$ cat src/rtl/subcpu_ctl_pkg.sv
// Package: bit positions and the control field type shared by the
// sub-processor control register and its checker.
package subcpu_ctl_pkg;
    localparam int RST_BIT    = 0;  // reset bit in the low lane
    localparam int BREQ_BIT   = 1;  // bus-request bit in the low lane
    localparam int IRQ_BIT    = 8;  // interrupt request bit (high lane bit 0)
    localparam int LEVEL2_IDX = 2;  // pending/mask index of level 2

    typedef struct packed {
        logic busreq;
        logic rst;
    } ctrl_bits_t;
endpackage

$ cat src/rtl/subcpu_ctl_reg.sv
// Module: control half of the register. Holds reset and bus-request bits,
// drives halt, the one-cycle reset pulse and the program RAM grant.
// Assumes wr is already qualified to control-lane writes.
module subcpu_ctl_reg
    import subcpu_ctl_pkg::*;
(
    input  logic       clk,
    input  logic       rst_n,
    input  logic       wr,
    input  logic [1:0] d,
    input  logic       stopped,
    output ctrl_bits_t bits,
    output logic       halt,
    output logic       pulse,
    output logic       prg_en
);
    ctrl_bits_t bits_q, bits_n;
    logic       halt_q, halt_n, pulse_q, prg_q;

    // Next-state of the stored bits and halt level for a control write.
    always_comb begin
        if (d[0]) begin
            bits_n.rst    = 1'b1;
            bits_n.busreq = d[1];
            halt_n        = d[1];
        end else begin
            bits_n.rst    = 1'b0;
            bits_n.busreq = 1'b1;
            halt_n        = 1'b1;
        end
        if (stopped) begin
            bits_n.busreq = 1'b0;
        end
    end

    // State update: stored bits, halt, reset edge pulse and RAM grant.
    always_ff @(posedge clk) begin
        if (!rst_n) begin
            bits_q  <= '{busreq: 1'b1, rst: 1'b0};
            halt_q  <= 1'b1;
            pulse_q <= 1'b0;
            prg_q   <= 1'b1;
        end else begin
            pulse_q <= wr && d[0] && !bits_q.rst;
            if (wr) begin
                bits_q <= bits_n;
                halt_q <= halt_n;
                if (halt_n != halt_q) begin
                    prg_q <= bits_n.busreq;
                end
            end
        end
    end

    assign bits   = bits_q;
    assign halt   = halt_q;
    assign pulse  = pulse_q;
    assign prg_en = prg_q;
endmodule

$ cat src/rtl/subcpu_irq.sv
// Module: interrupt half. Sets the flag and the pending level-2 bit on an
// enabled request, clears both on acknowledge (set wins), and forms the
// masked, shifted level vector. Assumes IRQ_W > LEVEL2_IDX.
module subcpu_irq
    import subcpu_ctl_pkg::*;
#(
    parameter int IRQ_W = 8
) (
    input  logic             clk,
    input  logic             rst_n,
    input  logic             req,
    input  logic             ack,
    input  logic [IRQ_W-1:0] mask,
    output logic             flag,
    output logic [IRQ_W-2:0] level
);
    logic [IRQ_W-1:0] pend_q;
    logic             flag_q;
    logic             take;

    // A request counts only while level 2 is enabled.
    always_comb take = req && mask[LEVEL2_IDX];

    // Flag and pending update; a same-cycle set overrides acknowledge.
    always_ff @(posedge clk) begin
        if (!rst_n) begin
            pend_q <= '0;
            flag_q <= 1'b0;
        end else if (take) begin
            pend_q[LEVEL2_IDX] <= 1'b1;
            flag_q             <= 1'b1;
        end else if (ack) begin
            pend_q[LEVEL2_IDX] <= 1'b0;
            flag_q             <= 1'b0;
        end
    end

    // Masked pending vector, dropping bit 0.
    always_comb begin
        logic [IRQ_W-1:0] masked;
        masked = pend_q & mask;
        level  = masked[IRQ_W-1:1];
    end

    assign flag = flag_q;
endmodule

$ cat src/rtl/subcpu_ctl.sv
// Module: top of the sub-processor control register. Decodes byte/word
// lanes into control and interrupt writes and assembles the readback.
// Assumes the word layout: low lane control, high lane interrupt.
module subcpu_ctl
    import subcpu_ctl_pkg::*;
#(
    parameter int DATA_W = 16,
    parameter int IRQ_W  = 8
) (
    input  logic              clk,
    input  logic              rst_n,
    input  logic              wr_en,
    input  logic              wr_word,
    input  logic              wr_hi,
    input  logic [DATA_W-1:0] wr_data,
    input  logic [IRQ_W-1:0]  irq_mask,
    input  logic              sub_stopped,
    input  logic              irq_ack,
    output logic [DATA_W-1:0] rd_data,
    output logic              sub_reset_pulse,
    output logic              sub_halt,
    output logic              prg_access_en,
    output logic              irq_flag,
    output logic [IRQ_W-2:0]  irq_level
);
    logic       ctrl_wr, irq_wr;
    ctrl_bits_t bits;

    // Lane decode: which halves this write touches.
    always_comb begin
        ctrl_wr = wr_en && (wr_word || !wr_hi);
        irq_wr  = wr_en && (wr_word ||  wr_hi);
    end

    subcpu_ctl_reg u_reg (
        .clk     (clk),
        .rst_n   (rst_n),
        .wr      (ctrl_wr),
        .d       (wr_data[BREQ_BIT:RST_BIT]),
        .stopped (sub_stopped),
        .bits    (bits),
        .halt    (sub_halt),
        .pulse   (sub_reset_pulse),
        .prg_en  (prg_access_en)
    );

    subcpu_irq #(.IRQ_W(IRQ_W)) u_irq (
        .clk   (clk),
        .rst_n (rst_n),
        .req   (irq_wr && wr_data[IRQ_BIT]),
        .ack   (irq_ack),
        .mask  (irq_mask),
        .flag  (irq_flag),
        .level (irq_level)
    );

    // Readback assembly.
    always_comb begin
        rd_data           = '0;
        rd_data[RST_BIT]  = bits.rst;
        rd_data[BREQ_BIT] = bits.busreq;
        rd_data[IRQ_BIT]  = irq_flag;
    end
endmodule

$ cat config.mk
export PLATFORM = sky130hd
export DESIGN_NAME = subcpu_ctl
export DESIGN_NICKNAME = d
export VERILOG_FILES = /design/src/rtl/subcpu_ctl_pkg.sv /design/src/rtl/subcpu_ctl_reg.sv /design/src/rtl/subcpu_irq.sv /design/src/rtl/subcpu_ctl.sv
export SDC_FILE = /design/constraint.sdc
export NUM_CORES = 1
export LEC_CHECK = 0
export ABC_AREA = 1
export CAP_MARGIN = 20
export CORE_MARGIN = 5
export CORE_UTILIZATION = 25
export CTS_BUF_LIST = sky130_fd_sc_hd__clkbuf_4
export DETAILED_ROUTE_END_ITERATION = 8
export PLACE_DENSITY = 0.81
export SLEW_MARGIN = 10
export SYNTH_ARGS = -nofsm -noshare
export SYNTH_HDL_FRONTEND = slang
export SYNTH_SLANG_ARGS = --single-unit
$ cat constraint.sdc
create_clock -name clk -period 1.32 [get_ports clk]
set_clock_uncertainty 0.2 [all_clocks]
set_input_delay 0.33 -clock clk [delete_from_list [all_inputs] [get_ports clk]]
set_output_delay 0.33 -clock clk [all_outputs]
set_load 0.03 [all_outputs]
==> metrics, run 1 <==
Synth Instances 60; worst hold path type reg -> reg; WHS Path Cells 1; crit-path cells dlygate4sd2_1 -> nand2_2 -> inv_2 -> buf_6; Synth Area in Simple Gates 19.3%; remaining antenna violation count after routing 0; Final Util 36.7%; drt total wl 871 microns; Hold WS 239 ps; Period minus WS final 1330 ps; main combinational cell family by area after synthesis buffers and inverters; root buffer selected by CTS clkbuf_4; global route total overflow 0; worst vdd ir 0.000549 V; part of the Yosys area used for sequential elements 27.6%; Die Wd 51.7 microns; CP max stage delay 250 ps; final slew viol count 0; Core Rows 15; n_diodes 0; Avg Vias per Cell 3.72; Core Area 1690 sq um; Worst setup EP type output port; Post-Synth Adder-Cell Area 0%; largest net degree at the start of global routing 5; Via Count 368; area added between synthesis and finish 42.5%; fraction of layout cells with a size suffix above 1 36.6%; Crit Path Category in -> out; worst min-delay path startpoint u_reg.bits[0]; P per Cell Area 923 nW/um^2; initial antenna violation count 0; Routed wire per std cell 8.80 microns; Synth area leader buf_4; number of I/O port buffers 18; CTS H-tree lvls 1; Lkg Pwr 0.344 nW; Final GP Congestion 0.661; post-CTS setup buffers 0; status finished with violations; most frequent cells in the layout conb_1, buf_4, nand2_1; top-area cell type share of the netlist area 34.5%; multiplexer share of the synthesized area 0%; Clock transition at path regs 50 ps; die area 2680 sq um; Tot GR Track Use 6.90%; Worst R2R End u_reg.prg_en; arrival time worst endpoint 800 ps; top cells by area, synth buf_4, dfxtp_1, nand3_1; R2R Setup Slk 320 ps; first-pass GRT wire length 1.32 mm; filler instances 185; Chip Height 51.7 microns; fin crit share 101%; synthesized area 435 sq um; dpl ws -336 ps; Avg Inst Size Synth 7.26 sq um; startpoint types input port; r2r startpoint u_reg.halt; R2R depth 5; #FFs+latches synth 6; DRT Pass-1 Iters 2; Synth cell types 15; fmax 750 MHz; CTS tree done; worst setup path startpoint irq_mask[2]; Synth Area in XOR/XNOR 0%; Hold Fails Final Rpt 0; clock sink count 6; Hold Crit Endpoint u_reg.pulse; DR DRC count 0; nets@finish 115; CP max FO 2; RSZ-0062 raised after global routing yes; Initial DRC Count 6; CP max-delay cell dlygate4sd2_1; final setup violation count 1; Setup WS post-layout -12.6 ps; TritonCTS Buffers 3; CP Data Required Time 790 ps; CP bufs+invs 3; Skew-Pair Late Insertion Delay 240 ps; commonest non-fill, non-tap cell in the layout conb_1; vias in the first global route 325; I/O pins 58; starting density of the core 25.8%; synth warn 0; Final HPWL DP 743 microns; max-cap violations 0; failing checks setup timing; Top Family by Delay on Critical Path buffers and inverters; clk buf depth 2; post-synthesis compound-gate area fraction 10.1%
-- worst max path at each step --
| stage | depth (start not counted) | slack [ps] | end |
|---|---|---|---|
| after global placement | 6 | -310 | u_reg.prg_en |
| final | 4 | -10 | irq_level[1] |
| after detailed placement | 6 | -340 | u_reg.prg_en |
| after CTS | 3 | -30 | irq_level[1] |
| after floorplan | 2 | 100 | irq_level[1] |
| after global routing | 3 | -60 | irq_level[1] |
-- per-layer routing --
metal  track usage [%]  up-vias  share of wire [%]
met5                 0        -                  0
met4              2.62        0                  0
met3              5.73        0                 19
met2              10.2       28                 42
met1              7.14      150                 39
li1                  -      190                  -
-- power by group --
| group | switching [mW] | internal (mW) | leakage [nW] | total (mW) |
|---|---|---|---|---|
| Clock | 0.0644 | 0.103 | 0.0138 | 0.167 |
| Sequential | 0.00786 | 0.194 | 0.0499 | 0.202 |
| Combinational | 0.141 | 0.0626 | 0.280 | 0.204 |
-- worst register-to-register path, delay by kind of cell (launching register included) --
kind / cells / cell delay, ps
DFF: 1 / 350
buffers and inverters: 1 / 60
and+or+nand+nor: 4 / 280
-- synth_stat cells --
master,count
inv_2,4
buf_4,20
nor2_1,2
nand3_1,6
dfxtp_1,6
a21oi_2,2
a21oi_1,2
conb_1,1
o21ai_2,1
nor3_2,1
inv_1,4
nand2_1,8
clkinv_1,1
o211ai_1,1
nand2_2,1
-- what timing repair did --
action / 4_1_cts / 5_1_grt
gates resized for setup: 9 / 7
setup endpoints to repair: 5 / 7
hold buffers: 0 / 0
cloned: 0 / 0
pin swaps: 1 / 0
-- layout make-up --
| cell class | count | area [sq um] | share of cell area (%) |
|---|---|---|---|
| clock buffers | 3 | 22.5 | 3.63 |
| inverters | 9 | 33.8 | 5.44 |
| multi-input cells | 43 | 224 | 36.1 |
| flip-flops and latches | 6 | 124 | 20.0 |
| well taps | 17 | 21.3 | 3.43 |
| repair buffers | 21 | 195 | 31.5 |
-- cell families (layout without fill, tap and decap cells) --
logic type	after synthesis	after routing
AO/OA/AOI/OAI	6	6
other	1	19
AND/OR/NAND/NOR	18	18
flip-flops	6	6
buffers and inverters	29	33
-- per-stage QoR --
step                std cells  setup TNS (ps)  total power, mW  cell area, sq um
floorplan                  78               0            0.376               504
global placement           96           -1730            0.397               558
detailed placement         96           -1780            0.398               558
CTS                        99           -27.7            0.576               608
global route               99           -64.7            0.607               621
finish                     99           -12.6            0.573               621
-- registers in the layout (all words and copies together) (netlist names) --
signal        flops
u_reg.bits        2
u_irq.flag        1
u_reg.halt        1
u_reg.prg_en      1
u_reg.pulse       1
Note: power is estimated with default switching activity, not from simulation.
==> run 2: changes to the inputs <==
--- a/config.mk
+++ b/config.mk
@@ -7,12 +7,11 @@
 export LEC_CHECK = 0
 export ABC_AREA = 1
 export CAP_MARGIN = 20
-export CORE_MARGIN = 5
 export CORE_UTILIZATION = 25
 export CTS_BUF_LIST = sky130_fd_sc_hd__clkbuf_4
 export DETAILED_ROUTE_END_ITERATION = 8
 export PLACE_DENSITY = 0.81
-export SLEW_MARGIN = 10
+export SLEW_MARGIN = 20
 export SYNTH_ARGS = -nofsm -noshare
 export SYNTH_HDL_FRONTEND = slang
 export SYNTH_SLANG_ARGS = --single-unit
==> run 2 against run 1 <==
The run ends with DRC, setup timing left. Register-to-register slack barely moved. Sequential power barely moved. Clock-buffer cell count stayed put. Global-route usage up 2.9 points. Via count rose by 3.0%. Critical path type is now reg -> out. Largest cell class unchanged. Largest power group is now sequential cells. Highest routed layer unchanged.
==> metrics, run 2 (synthesized netlist as in run 1, its figures left out) <==
number of I/O port buffers 18 (unchanged); die area 1910 sq um (-29%); nets@finish 115 (unchanged); Skew-Pair Late Insertion Delay 240 ps (about the same); status finished with violations; Lkg Pwr 0.345 nW (+0.16%); CTS tree done; Hold Fails Final Rpt 0 (unchanged); failing checks DRC, setup timing; root buffer selected by CTS clkbuf_4; Final GP Congestion 0.704 (+6.5%); Worst R2R End u_reg.prg_en; Period minus WS final 1340 ps (+12.2 ps); R2R depth 5 (unchanged); commonest non-fill, non-tap cell in the layout conb_1; Worst setup EP type output port; TritonCTS Buffers 3 (unchanged); Crit Path Category reg -> out; max-cap violations 0 (unchanged); CP max FO 4 (+2); Avg Vias per Cell 3.87 (+4.0%); r2r startpoint u_reg.halt; Via Count 379 (+3.0%); remaining antenna violation count after routing 0 (unchanged); Tot GR Track Use 9.80% (+2.9 points); drt total wl 822 microns (-5.6%); CP Data Required Time 790 ps (about the same); starting density of the core 27.9% (+2.2 points); area added between synthesis and finish 40.5%; arrival time worst endpoint 810 ps (about the same); P per Cell Area 933 nW/um^2 (+1.2%); Final HPWL DP 636 microns (-14%); worst vdd ir 0.000400 V (-27%); Clock transition at path regs 50 ps (about the same); Core Area 1560 sq um (-7.7%); vias in the first global route 330 (+1.5%); worst hold path type reg -> reg; Largest register FFs 2 (unchanged); CTS H-tree lvls 1 (unchanged); Pwr Total 571 uW (-0.28%); largest net degree at the start of global routing 5 (unchanged); final setup violation count 1 (unchanged); first-pass GRT wire length 1.33 mm (+1.1%); Initial DRC Count 4 (-2); Chip Height 43.7 microns (-15%); Routed wire per std cell 8.39 microns (-4.7%); Setup WS post-layout -24.9 ps (-12.2 ps); Core Rows 14 (-1); I/O pins 58 (unchanged); Hold Crit Endpoint u_reg.pulse; initial antenna violation count 0 (unchanged); most frequent cells in the layout conb_1, nand2_1, buf_4; global route total overflow 0 (unchanged); clock sink count 6 (unchanged); fin crit share 102% (+0.93 points); startpoint types flip-flop; R2R Setup Slk 330 ps (about the same); final slew viol count 0 (unchanged); fmax 744 MHz (-0.91%); DR DRC count 3 (+3); worst min-delay path startpoint u_reg.bits[0]; RSZ-0062 raised after global routing yes; n_diodes 0 (unchanged); Final Util 39.2% (+2.5 points); Die Wd 43.7 microns (-15%); WHS Path Cells 1 (unchanged); DRT Pass-1 Iters 6 (+4); clk buf depth 2 (unchanged); Hold WS 240 ps (+0.403 ps); fraction of layout cells with a size suffix above 1 32.9% (-3.7 points)
## run 2: changes by cell type in the layout (fill, tap and decap cells not counted)
cell	before	now
inv_1	3	4
nand3_2	1	0
nand3_1	5	6
nand2_1	7	8
inv_2	5	4
nand2_2	2	1
## run 2: stage by stage
step           area (sq um)  setup WS, ps  cells  setup TNS, ps
4_1_cts                 603         -42.3     98          -42.3
5_1_grt                 612         -77.4     98          -83.5
3_5_place_dp            557          -324     95          -1780
3_3_place_gp            557          -310     95          -1690
6_report                612         -24.9     98          -24.9
2_1_floorplan           504           105     78              0
## run 2: worst max-delay path, stage by stage (launching register included)
cell and delay [ps]:
dfxtp_2 340, nand2_1 50, inv_1 60, buf_6 120
## run 2: metal layers
metal	vias up	GRT usage [%]	routed length (microns)
met5	-	0	0
met3	0	5.42	108
met4	0	3.75	0
li1	192	-	-
met1	158	10.7	340
met2	29	15.8	373
## run 2: how the worst max path moves through the flow
stage	startpoint	end	slack [ps]	depth (start not counted)
2_1_floorplan	u_irq.flag	irq_level[1]	100	2
3_3_place_gp	wr_word	u_reg.prg_en	-310	6
3_5_place_dp	wr_word	u_reg.prg_en	-320	6
4_1_cts	u_irq.flag	irq_level[1]	-40	3
5_1_grt	u_irq.flag	irq_level[1]	-80	3
6_report	u_irq.flag	irq_level[1]	-20	3
## run 2: what timing repair did
action | in CTS | in global routing
resized for setup | 9 | 4
hold buffers | 0 | 0
hold endpoints to repair | 0 | 0
buffers inserted | 0 | 0
pin swaps | 2 | 0
setup endpoints to repair | 5 | 5
## run 2: area by class of cell
class,instances,area [sq um]
multi-input cells,43,216
well taps,16,20.0
fillers,167,947
repair buffers,21,195
clock buffers,3,22.5
inverters,9,33.8
flip-flops and latches,6,124
## run 2: power breakdown
group	internal, mW	leakage, nW	switching, mW	total (mW)
combinational	0.0621	0.281	0.139	0.201
clock	0.103	0.0138	0.0651	0.168
sequential	0.194	0.0499	0.00809	0.202
total	0.359	0.345	0.212	0.571
==> run 3: changes to the inputs <==
--- a/config.mk
+++ b/config.mk
@@ -5,12 +5,11 @@
 export SDC_FILE = /design/constraint.sdc
 export NUM_CORES = 1
 export LEC_CHECK = 0
-export ABC_AREA = 1
 export CAP_MARGIN = 20
-export CORE_UTILIZATION = 25
+export CORE_UTILIZATION = 26
 export CTS_BUF_LIST = sky130_fd_sc_hd__clkbuf_4
 export DETAILED_ROUTE_END_ITERATION = 8
-export PLACE_DENSITY = 0.81
+export PLACE_DENSITY = 0.82
 export SLEW_MARGIN = 20
 export SYNTH_ARGS = -nofsm -noshare
 export SYNTH_HDL_FRONTEND = slang
==> run 3 against run 2 <==
Highest routed layer is now met4. Clock power fell by 3%. Fmax shrank 1.1%. The run still ends with DRC, setup timing left. Utilization up 0.36 points. Worst setup slack worse by 14 ps.
==> metrics, run 3 <==
status finished with violations; failing checks DRC, setup timing; Core Rows 14 (unchanged); die area 1930 sq um (+0.80%); Initial DRC Count 5 (+1); Synth cell types 19 (+4); Top Family by Delay on Critical Path flip-flops; crit-path cells and2_4 -> buf_6; fin crit share 103% (+1.1 points); post-synthesis compound-gate area fraction 18.1% (+8.0 points); Final GP Congestion 0.743 (+5.6%); CP max stage delay 340 ps (about the same); Routed wire per std cell 10.4 microns (+24%); Via Count 380 (+0.26%); CP bufs+invs 1 (-1); Hold Fails Final Rpt 0 (unchanged); part of the Yosys area used for sequential elements 26.3% (-1.3 points); Worst path depth 2 (-1); Async SR Flop Fraction 0% (unchanged); I/O pins 58 (unchanged); max-cap violations 0 (unchanged); Clock transition at path regs 40 ps (about the same); NetSw 208 uW (-2.2%); multiplexer share of the synthesized area 0% (unchanged); r2r startpoint u_reg.prg_en; top_reg_cell synth dfxtp_1; RSZ-0062 raised after global routing yes; Avg Inst Size Synth 8.78 sq um (+21%); Post-Synth Adder-Cell Area 0% (unchanged); Synth area leader buf_4; Core Area 1580 sq um (+1.1%); Internal 365 uW (+1.7%); first-pass GRT wire length 1.46 mm (+9.8%); area added between synthesis and finish 36.7%; largest net degree at the start of global routing 7 (+2); n_diodes 0 (unchanged); CP max FO 4 (unchanged); DRT Pass-1 Iters 8 (+2); CTS tree done; fmax 736 MHz (-1.1%); filler instances 175 (+4.8%); synthesized area 457 sq um (+4.9%); Synth Instances 52 (-13%); clk buf depth 2 (unchanged); WHS Path Cells 1 (unchanged); CP Data Required Time 790 ps (about the same); Post-CTS Hold Fix Bufs 0 (unchanged); CTS H-tree lvls 1 (unchanged); arrival time worst endpoint 830 ps (+20 ps); post-CTS setup buffers 0 (unchanged); root buffer selected by CTS clkbuf_4; Lkg Pwr 0.305 nW (-12%); vias in the first global route 372 (+13%); #FFs+latches synth 6 (unchanged); nets@finish 107 (-7.0%); Combinational Power Share 36.0% (+0.7 points); clock sink count 6 (unchanged); final setup violation count 1 (unchanged); WL met2 519 microns (+39%); number of I/O port buffers 18 (unchanged); Worst R2R End u_reg.prg_en; R2R Setup Slk 250 ps (-80 ps); Cell Area, Placed 579 sq um (+4.0%); M1 WL 290 microns (-15%); Chip Height 43.9 microns (+0.40%); drt total wl 935 microns (+14%); worst vdd ir 0.000327 V (-18%); Die Wd 43.9 microns (+0.40%); starting density of the core 29.0% (+1.0 points); main combinational cell family by area after synthesis buffers and inverters; worst min-delay path startpoint u_reg.bits[0]; Worst setup EP type output port; post-route cell area 624 sq um (+2.0%); Synth Area in Simple Gates 19.5% (+0.20 points); Period minus WS final 1360 ps (+14.3 ps); fraction of layout cells with a size suffix above 1 35.1% (+2.2 points); Skew-Pair Late Insertion Delay 240 ps (about the same); global route total overflow 0 (unchanged); Highest Signal Layer met4; remaining antenna violation count after routing 0 (unchanged); most instantiated cells after synthesis buf_4, dfxtp_1, nand3_1, inv_1, o21ai_0; synth warn 0 (unchanged); share of power burned in registers 35.4% (about the same); commonest non-fill, non-tap cell in the layout conb_1; cell with the most instances after synthesis buf_4; most frequent cells in the layout conb_1, buf_4, clkdlybuf4s50_1; TritonCTS Buffers 3 (unchanged); DR DRC count 3 (unchanged); Avg Vias per Cell 4.22 (+9.2%); met3 WL 80 microns (-26%); worst hold path type reg -> reg; CP max-delay cell dfxtp_2; R2R depth 3 (-2); Sw Ratio 36.3% (-0.91 points); Largest register FFs 2 (unchanged); top cells by area, synth buf_4, dfxtp_1, nand3_1; Synth Area in XOR/XNOR 0% (unchanged); top-area cell type share of the netlist area 32.9% (-1.6 points); initial antenna violation count 0 (unchanged); P per Cell Area 917 nW/um^2 (-1.8%); Post-synth EDFFs 0 (unchanged); Crit Path Category reg -> out; Final Util 39.6% (+0.36 points); Setup WS post-layout -39.2 ps (-14.3 ps); final slew viol count 0 (unchanged); Final HPWL DP 742 microns (+17%); startpoint types flip-flop; Hold Crit Endpoint u_reg.pulse; Tot GR Track Use 11.2% (+1.4 points); Clock power frac 28.5% (-0.9 points)
-- run 3: changes by cell type after synthesis, moves of 2 or more --
cell / before / now
o21ai_0: 0 / 3
a21boi_0: 0 / 2
nand2_1: 8 / 1
a21oi_2: 2 / 0
nand2b_1: 0 / 2
nor2_1: 2 / 0
nand3_1: 6 / 4
a21oi_1: 2 / 0
inv_2: 4 / 0
-- run 3: power by group through the flow --
stage / combinational, mW / sequential (mW) / clock, mW
detailed placement: 0.201 / 0.204 / 0
finish: 0.206 / 0.203 / 0.163
floorplan: 0.155 / 0.225 / 0
global route: 0.219 / 0.204 / 0.181
global placement: 0.198 / 0.204 / 0
CTS: 0.202 / 0.201 / 0.172
-- run 3: cells by family (layout without fill, tap and decap cells) --
| family | count (synthesis) | in the layout |
|---|---|---|
| buffers and inverters | 23 | 27 |
| and+or+nand+nor | 13 | 13 |
| AOI/OAI and AO/OA | 9 | 9 |
| DFF | 6 | 6 |
| other | 1 | 19 |
-- run 3: routing by layer --
| layer | vias up | GRT usage [%] |
|---|---|---|
| met5 | - | 0 |
| met3 | 6 | 5.00 |
| li1 | 183 | - |
| met1 | 169 | 7.77 |
| met2 | 22 | 20.9 |
| met4 | 0 | 10.9 |
-- run 3: metrics by stage --
step / std cells / hold WS [ps] / power, mW / setup WS (ps) / setup TNS [ps]
finish: 90 / 245 / 0.572 / -39.2 / -39.2
global route: 90 / 253 / 0.604 / -81.5 / -81.5
CTS: 90 / 270 / 0.576 / -49.9 / -49.9
detailed placement: 87 / 259 / 0.405 / -379 / -2020
global placement: 87 / 262 / 0.402 / -353 / -1870
floorplan: 70 / 196 / 0.380 / 108 / 0
-- run 3: layout make-up --
class	instances	area, sq um	area share (%)
Timing Repair Buffer	21	189	30.3
Inverter	3	11.3	1.80
Sequential cell	6	124	19.8
Tap cell	16	20.0	3.21
Clock buffer	3	22.5	3.61
Multi-Input combinational cell	41	258	41.3
-- run 3: what timing repair did --
| item | in CTS | in global routing |
|---|---|---|
| setup endpoints to repair | 6 | 6 |
| gates resized for setup | 12 | 5 |
| pin swaps | 2 | 1 |
-- run 3: worst max path at each step --
stage / endpoint / start / slack [ps]
after CTS: irq_level[1] / u_irq.flag / -50
after floorplan: irq_level[1] / u_irq.flag / 110
final: irq_level[1] / u_irq.flag / -40
after detailed placement: u_reg.prg_en / wr_word / -380
after global placement: u_reg.prg_en / wr_word / -350
after global routing: irq_level[1] / u_irq.flag / -80
